`src/rtl/scu_reg_pkg.sv`:
```
package scu_reg_pkg;
  localparam int unsigned WordW  = 32;
  localparam int unsigned SizeW  = 3;
  localparam int unsigned ShiftW = $clog2(WordW);

  typedef enum logic [1:0] {
    RD_ZERO = 2'd0,
    RD_CTRL = 2'd1,
    RD_CFG  = 2'd2,
    RD_PWR  = 2'd3
  } rdSel_e;

  typedef struct packed {
    logic              ctrlWe;
    logic              pwrWe;
    logic [WordW-1:0]  pwrMask;
    logic [ShiftW-1:0] laneShift;
    rdSel_e            rdSel;
    logic [ShiftW-1:0] rdShift;
  } scuStrobe_t;
endpackage

```
`src/rtl/scu_reg_ctrl.sv`:
```
module scu_reg_ctrl
  import scu_reg_pkg::*;
#(
  parameter int unsigned AddrW = 8
) (
  input  logic                clk,
  input  logic                rstN,
  input  logic [AddrW-1:0]    regAddr,
  input  logic                regWe,
  input  logic [SizeW-1:0]    regSize,
  output scuStrobe_t          strb
);
  localparam logic [AddrW-1:0] OffCtrl = AddrW'(8'h00);
  localparam logic [AddrW-1:0] OffCfg  = AddrW'(8'h04);
  localparam logic [AddrW-1:0] OffPwr  = AddrW'(8'h08);

  logic             sizeOk;
  logic [WordW-1:0] sizeMask;
  logic [1:0]       lane;
  logic             inPwr;
  logic             isCtrl;

  always_comb begin
    sizeOk   = 1'b0;
    sizeMask = '0;
    case (regSize)
      SizeW'(1): begin sizeOk = 1'b1; sizeMask = WordW'(32'h0000_00FF); end
      SizeW'(2): begin sizeOk = 1'b1; sizeMask = WordW'(32'h0000_FFFF); end
      SizeW'(4): begin sizeOk = 1'b1; sizeMask = {WordW{1'b1}}; end
      default:   begin sizeOk = 1'b0; sizeMask = '0; end
    endcase
  end

  assign lane   = regAddr[1:0];
  assign inPwr  = (regAddr[AddrW-1:2] == OffPwr[AddrW-1:2]);
  assign isCtrl = (regAddr == OffCtrl);

  always_comb begin
    strb.ctrlWe    = regWe & sizeOk & isCtrl;
    strb.pwrWe     = regWe & sizeOk & inPwr;
    strb.laneShift = ShiftW'({lane, 3'b000});
    strb.pwrMask   = sizeMask << strb.laneShift;
    strb.rdShift   = ShiftW'({lane, 3'b000});
    if (inPwr)                strb.rdSel = RD_PWR;
    else if (isCtrl)          strb.rdSel = RD_CTRL;
    else if (regAddr == OffCfg) strb.rdSel = RD_CFG;
    else                      strb.rdSel = RD_ZERO;
  end

  AST_BAD_SIZE_DROP: assert property (@(posedge clk) disable iff (!rstN)
    (regWe && !(regSize == SizeW'(1) || regSize == SizeW'(2) || regSize == SizeW'(4)))
      |-> !(strb.ctrlWe || strb.pwrWe));

  AST_SINGLE_TARGET: assert property (@(posedge clk) disable iff (!rstN)
    $onehot0({strb.ctrlWe, strb.pwrWe}));
endmodule

```
`src/rtl/scu_reg_datapath.sv`:
```
module scu_reg_datapath
  import scu_reg_pkg::*;
#(
  parameter int unsigned NumCores = 4
) (
  input  logic             clk,
  input  logic             rstN,
  input  logic [WordW-1:0] regWdata,
  input  scuStrobe_t       strb,
  output logic [WordW-1:0] rdData
);
  localparam logic [WordW-1:0] CoreMask = WordW'((1 << NumCores) - 1);
  localparam logic [WordW-1:0] CfgWord  = (CoreMask << 4) | WordW'(NumCores - 1);

  logic             ctrlQ;
  logic [WordW-1:0] pwrQ;
  logic [WordW-1:0] rdQ;
  logic [WordW-1:0] rdNext;
  logic [WordW-1:0] pwrNext;

  assign pwrNext = (pwrQ & ~strb.pwrMask) | ((regWdata << strb.laneShift) & strb.pwrMask);

  always_ff @(posedge clk or negedge rstN) begin
    if (!rstN) begin
      ctrlQ <= 1'b0;
      pwrQ  <= '0;
    end else begin
      if (strb.ctrlWe) ctrlQ <= regWdata[0];
      if (strb.pwrWe)  pwrQ  <= pwrNext;
    end
  end

  always_comb begin
    case (strb.rdSel)
      RD_CTRL: rdNext = {{(WordW-1){1'b0}}, ctrlQ};
      RD_CFG:  rdNext = CfgWord;
      RD_PWR:  rdNext = pwrQ >> strb.rdShift;
      default: rdNext = '0;
    endcase
  end

  always_ff @(posedge clk or negedge rstN) begin
    if (!rstN) rdQ <= '0;
    else       rdQ <= rdNext;
  end

  assign rdData = rdQ;

  AST_PWR_HOLD: assert property (@(posedge clk) disable iff (!rstN)
    !strb.pwrWe |=> $stable(pwrQ));

  AST_PWR_MASKED: assert property (@(posedge clk) disable iff (!rstN)
    strb.pwrWe |=> (((pwrQ ^ $past(pwrQ)) & ~$past(strb.pwrMask)) == '0));

  AST_ZERO_READ: assert property (@(posedge clk) disable iff (!rstN)
    (strb.rdSel == RD_ZERO) |=> (rdData == '0));

  AST_CFG_READ: assert property (@(posedge clk) disable iff (!rstN)
    (strb.rdSel == RD_CFG) |=> (rdData == CfgWord));

  AST_CTRL_READ: assert property (@(posedge clk) disable iff (!rstN)
    (strb.rdSel == RD_CTRL) |=> (rdData[WordW-1:1] == '0));

  AST_PWR_READ: assert property (@(posedge clk) disable iff (!rstN)
    (strb.rdSel == RD_PWR && strb.rdShift == '0) |=> (rdData == $past(pwrQ)));
endmodule

```
`src/rtl/snoop_ctl_regs.sv`:
```
module snoop_ctl_regs
  import scu_reg_pkg::*;
#(
  parameter int unsigned NumCores = 4,
  parameter int unsigned AddrW    = 8
) (
  input  logic             clk,
  input  logic             rstN,
  input  logic [AddrW-1:0] regAddr,
  input  logic [31:0]      regWdata,
  input  logic             regWe,
  input  logic [2:0]       regSize,
  output logic [31:0]      rdData
);
  scuStrobe_t strb;

  scu_reg_ctrl #(.AddrW(AddrW)) ctrl_i (
    .clk     (clk),
    .rstN    (rstN),
    .regAddr (regAddr),
    .regWe   (regWe),
    .regSize (regSize),
    .strb    (strb)
  );

  scu_reg_datapath #(.NumCores(NumCores)) dp_i (
    .clk      (clk),
    .rstN     (rstN),
    .regWdata (regWdata),
    .strb     (strb),
    .rdData   (rdData)
  );
endmodule

```
`config.mk`:
```
export PLATFORM = sky130hd
export DESIGN_NAME = snoop_ctl_regs
export DESIGN_NICKNAME = d
export VERILOG_FILES = /design/src/rtl/scu_reg_pkg.sv /design/src/rtl/scu_reg_ctrl.sv /design/src/rtl/scu_reg_datapath.sv /design/src/rtl/snoop_ctl_regs.sv
export SDC_FILE = /design/constraint.sdc
export NUM_CORES = 1
export LEC_CHECK = 0
export BUFFER_PORTS_ARGS = -buffer_cell sky130_fd_sc_hd__buf_2
export CAP_MARGIN = 20
export CORE_MARGIN = 2
export CORE_UTILIZATION = 25
export DETAILED_ROUTE_END_ITERATION = 8
export SLEW_MARGIN = 40
export SYNTH_ARGS = -nofsm -noshare
export SYNTH_HDL_FRONTEND = slang
export SYNTH_HIERARCHICAL = 1
export SYNTH_SLANG_ARGS = --single-unit
```
`constraint.sdc`:
```
create_clock -name clk -period 1.85 [get_ports clk]
set_input_delay 0.37 -clock clk [delete_from_list [all_inputs] [get_ports clk]]
set_output_delay 0.37 -clock clk [all_outputs]
set_load 0.02 [all_outputs]
```
# Word-level counts from Yosys, hierarchy flattened
# Cells that the tools add are included.
# totals
output_inout_bits	32
ff_bits	65
input_bits	46
# classes
n_reduce_logical	2
n_eq_ne	8
mux	6
n_shift	3
bitwise_logic	7
# op_table
cell	n
case mux 32 bit (3 select lines)	2
bitwise AND 32 bit	2
left shift 32 x 5 -> 32 bit	2
inverter 32 bit	1
bitwise OR 32 bit	1
>> shifter 32 x 5 -> 32 bit	1
equality test 8 x 3 -> 1 bit (second input constant)	1
logical NOT 8 bit	1
equality test 6 x 2 -> 1 bit (second input constant)	1
2-to-1 mux 2 bit	3
equality test 2 bit (second input constant)	2
bitwise AND 1 bit	3
equality test 3 x 1 -> 1 bit (second input constant)	1
equality test 3 x 2 -> 1 bit (second input constant)	1
equality test 3 bit (second input constant)	1
OR reduction 3 bit	1
equality test 2 x 1 -> 1 bit (second input constant)	1
2-to-1 mux 1 bit	1

# Logic depth before layout (Yosys ltp)
# depth
word_depth	6
depth_mapped	10
ltp_nobuf	8

# By module
# The synthesis kept the hierarchy.
# by_module_without_submodules
module	instances	cells_each	seq_area_each_um2	area_per_inst_um2
scu_reg_datapath	1	589	1626.6	5808.1
scu_reg_ctrl	1	71	0.0	503.0

# Least setup slack after synthesis
# No wires, ideal clock.
# synth_path
kind	in2reg
from	input regAddr[7]
to	register with a tool-made name
arrival_time_ps	2489
setup_time_ps	82
stages	8
path_slack_ps	-721
path_cell_list	or4_4 > or3b_4 > nor3b_2 > clkbuf_1 > clkbuf_1 > clkbuf_1 > a21oi_1 > a31oi_1
# synth_lines
item	line_no	source
start: declaration	snoop_ctl_regs.sv:9	input logic [AddrW-1:0] regAddr,

==> reports/metrics.yaml <==
synthFlopType: "dfrtp_1"
min_period_over_period_pct: 114
finClkSkew_ns: 0.00773
status: "complete, but fails checks"
drt_wl_total_um: 18700
clkSinkCount: 65
die_y_um: 163
maxSlewViolCount: 0
cts_tree: "done"
ys_seq_elements: 65
io_pins: 78
async_flop_share_pct: 100
initial_core_util_pct: 25.3
wl_per_cell_um: 17.2
htree_levels: 3
grt_pass1_vias: 5308
min_period_ns: 2.11
synth_common_cells: "nand2_1, dfrtp_1, mux4_2"
dpl.cell_count: 1071
ys_types: 65
insertion_delay_ns: 0.34
relSlewSlack_pct: 60.4
syn_area_per_cell_sq_um: 9.56
cts-hold-fix-buffers: 0
dieArea_sq_mm: 0.0265
p_leak_nw: 3.31
critPathRequiredTime_ns: 2.12
yosysTopAreaCell: "dfrtp_1"
grt_pass1_wl_um: 29700
drt_iter0_drc: 437
path_class: "in2reg"
drc: 0
rsz0062_at_grt: "true"
hold_class: "in2async"
timing.final.ws_setup_ns: -0.264
cts_buffers: 9
synth_top_area_share_pct: 25.8
critPathLaunchType: "primary input"
clockBufferDepth: 2
tightest_slew_ns: 0.588
viasPerCell: 5.17
r2r_cells: 5
placed_cell_area_sq_mm: 0.00736
root_buffer: "clkbuf_16"
final_area_sq_mm: 0.00798
syn_inst: 660
gp_congestion: 0.894
synth_edf_count: 0
setup-violations-final: 47
place_ws_ns: -0.622
seq_area_frac_synth_pct: 25.8
hold_viol: 0
grt_max_degree: 66
power_per_cell_area_mw_per_mm2: 506
syn_to_final_growth_pct: 26.4
synthesis.area_sq_mm: 0.00631
synth_top_cells_by_area: "dfrtp_1, mux4_2, mux2i_1"
ir_drop_v: 0.000377
synth_warnings: 6
core_sq_mm: 0.0250
violations: "negative setup slack"
antenna_found_initial: 0
path_clk_slew_ns: 0.05
cp-end-kind: "flop"
worstPathMaxFanout: 12
reg2reg_to: "dp_i/rdData[3]"
nNetsFinal: 801
grt-ovfl-total: 0
diodes: 0
port_buffers: 77
place_hpwl_um: 14300
die_w_um: 163
rrSetupSlack_ns: 0.05
drive_gt1_share_pct: 44.1
cp_data_arrival_time_ns: 2.38
route.vias.total: 5631
final_cells: 1090
utilization_pct: 32.0
max_freq_mhz: 473
ant_nets: 0
synth_most_common_cell: "nand2_1"
fp-row-count: 58
track_usage_pct: 14.1
drv_cap: 0
dr.pass1.iters: 5
[cell families (layout without fill, tap and decap cells)]
kind of cell / Yosys count / in the layout / synth area share (%)
XOR/XNOR: 2 / 2 / 0.278
multiplexers: 138 / 138 / 34.2
flip-flops: 65 / 65 / 25.8
buffers and inverters: 103 / 198 / 9.46
AND/OR/NAND/NOR: 198 / 198 / 14.1
other: 1 / 6 / 0.0594
AO/OA/AOI/OAI: 153 / 153 / 16.1
[worst max-delay path by stage]
stage / end / from / slack, ns / cells past startpoint
2_1_floorplan: flop / regAddr[7] / -0.36 / 7
3_3_place_gp: flop / regAddr[7] / -0.60 / 8
3_5_place_dp: flop / regAddr[7] / -0.62 / 8
4_1_cts: flop / regAddr[7] / -0.24 / 8
5_1_grt: flop / regAddr[7] / -0.35 / 8
6_report: flop / regAddr[7] / -0.26 / 9
[layer usage]
metal | track usage, % | part of all wire (%) | vias up
met5 | 0 | 0 | -
met3 | 2.37 | 5.6 | 27
met2 | 20.3 | 44 | 200
met4 | 5.15 | 2.2 | 0
met1 | 21.1 | 48 | 2742
li1 | - | - | 2662
[power breakdown]
group          total [W]  internal [W]  leakage [nW]  switching, W
Clock            0.00148      0.000895         0.130      0.000581
Combinational    0.00111      0.000506          2.27      0.000603
Sequential       0.00145       0.00144         0.907     0.0000149
[metrics by stage]
stage / total power (W) / setup TNS, ns / hold WS [ns]
6_report: 0.00404 / -6.76 / 0.0504
5_1_grt: 0.00424 / -11.53 / 0.0717
4_1_cts: 0.00402 / -4.41 / 0.0608
3_5_place_dp: 0.00251 / -27.97 / 0.416
3_3_place_gp: 0.00251 / -26.84 / 0.414
2_1_floorplan: 0.00219 / -11.07 / 0.0744
[what timing repair did]
item                                    CTS  global route
gates resized for setup                  13            60
endpoints found under the setup margin   46            50
hold endpoints to repair                  0             0
setup buffers                             1             2
pin swaps                                 0            25
gates cloned                              0             0
[layout by cell type (no fill, tap or decap), drive strengths merged, types with 4 or more instances in the layout]
| cell | synthesis | layout |
|---|---|---|
| a41oi | 6 | 6 |
| a211oi | 6 | 6 |
| o31ai | 7 | 7 |
| conb | 1 | 6 |
| a2bb2oi | 5 | 5 |
| mux4 | 58 | 58 |
| dfrtp | 65 | 65 |
| nand2b | 4 | 4 |
| buf | 65 | 173 |
| a21oi | 39 | 39 |
| nor3b | 5 | 5 |
| nor3 | 8 | 8 |
| o22ai | 11 | 11 |
| nor2 | 48 | 48 |
| clkbuf | 29 | 12 |
| o41ai | 6 | 6 |
| nor2b | 4 | 4 |
| o211ai | 13 | 13 |
| o21ai | 25 | 25 |
| mux2 | 31 | 31 |
| clkinv | 2 | 6 |
| mux2i | 49 | 49 |
| a22oi | 5 | 5 |
| inv | 7 | 7 |
| nand2 | 100 | 100 |
| a31oi | 6 | 6 |
| nand3 | 7 | 7 |
[worst max-delay path, stage by stage]
cell      delay [ns]
buf_6           0.09
or4_4           0.53
or3b_4          0.41
nor3b_4         0.24
buf_12          0.16
buf_4           0.13
nand3_1         0.10
a211oi_2        0.18
a311o_1         0.15
[layout make-up]
| class | count | area [sq um] |
|---|---|---|
| clock inverter | 4 | 20.0 |
| fill | 2619 | 17000 |
| sequential | 65 | 1630 |
| clock buffer | 12 | 236 |
| multi-input combinational | 497 | 4440 |
| tap | 330 | 413 |
| inverter | 9 | 33.8 |
| timing repair buffer | 173 | 1210 |
No activity file was read; power rests on OpenSTA's default activity.
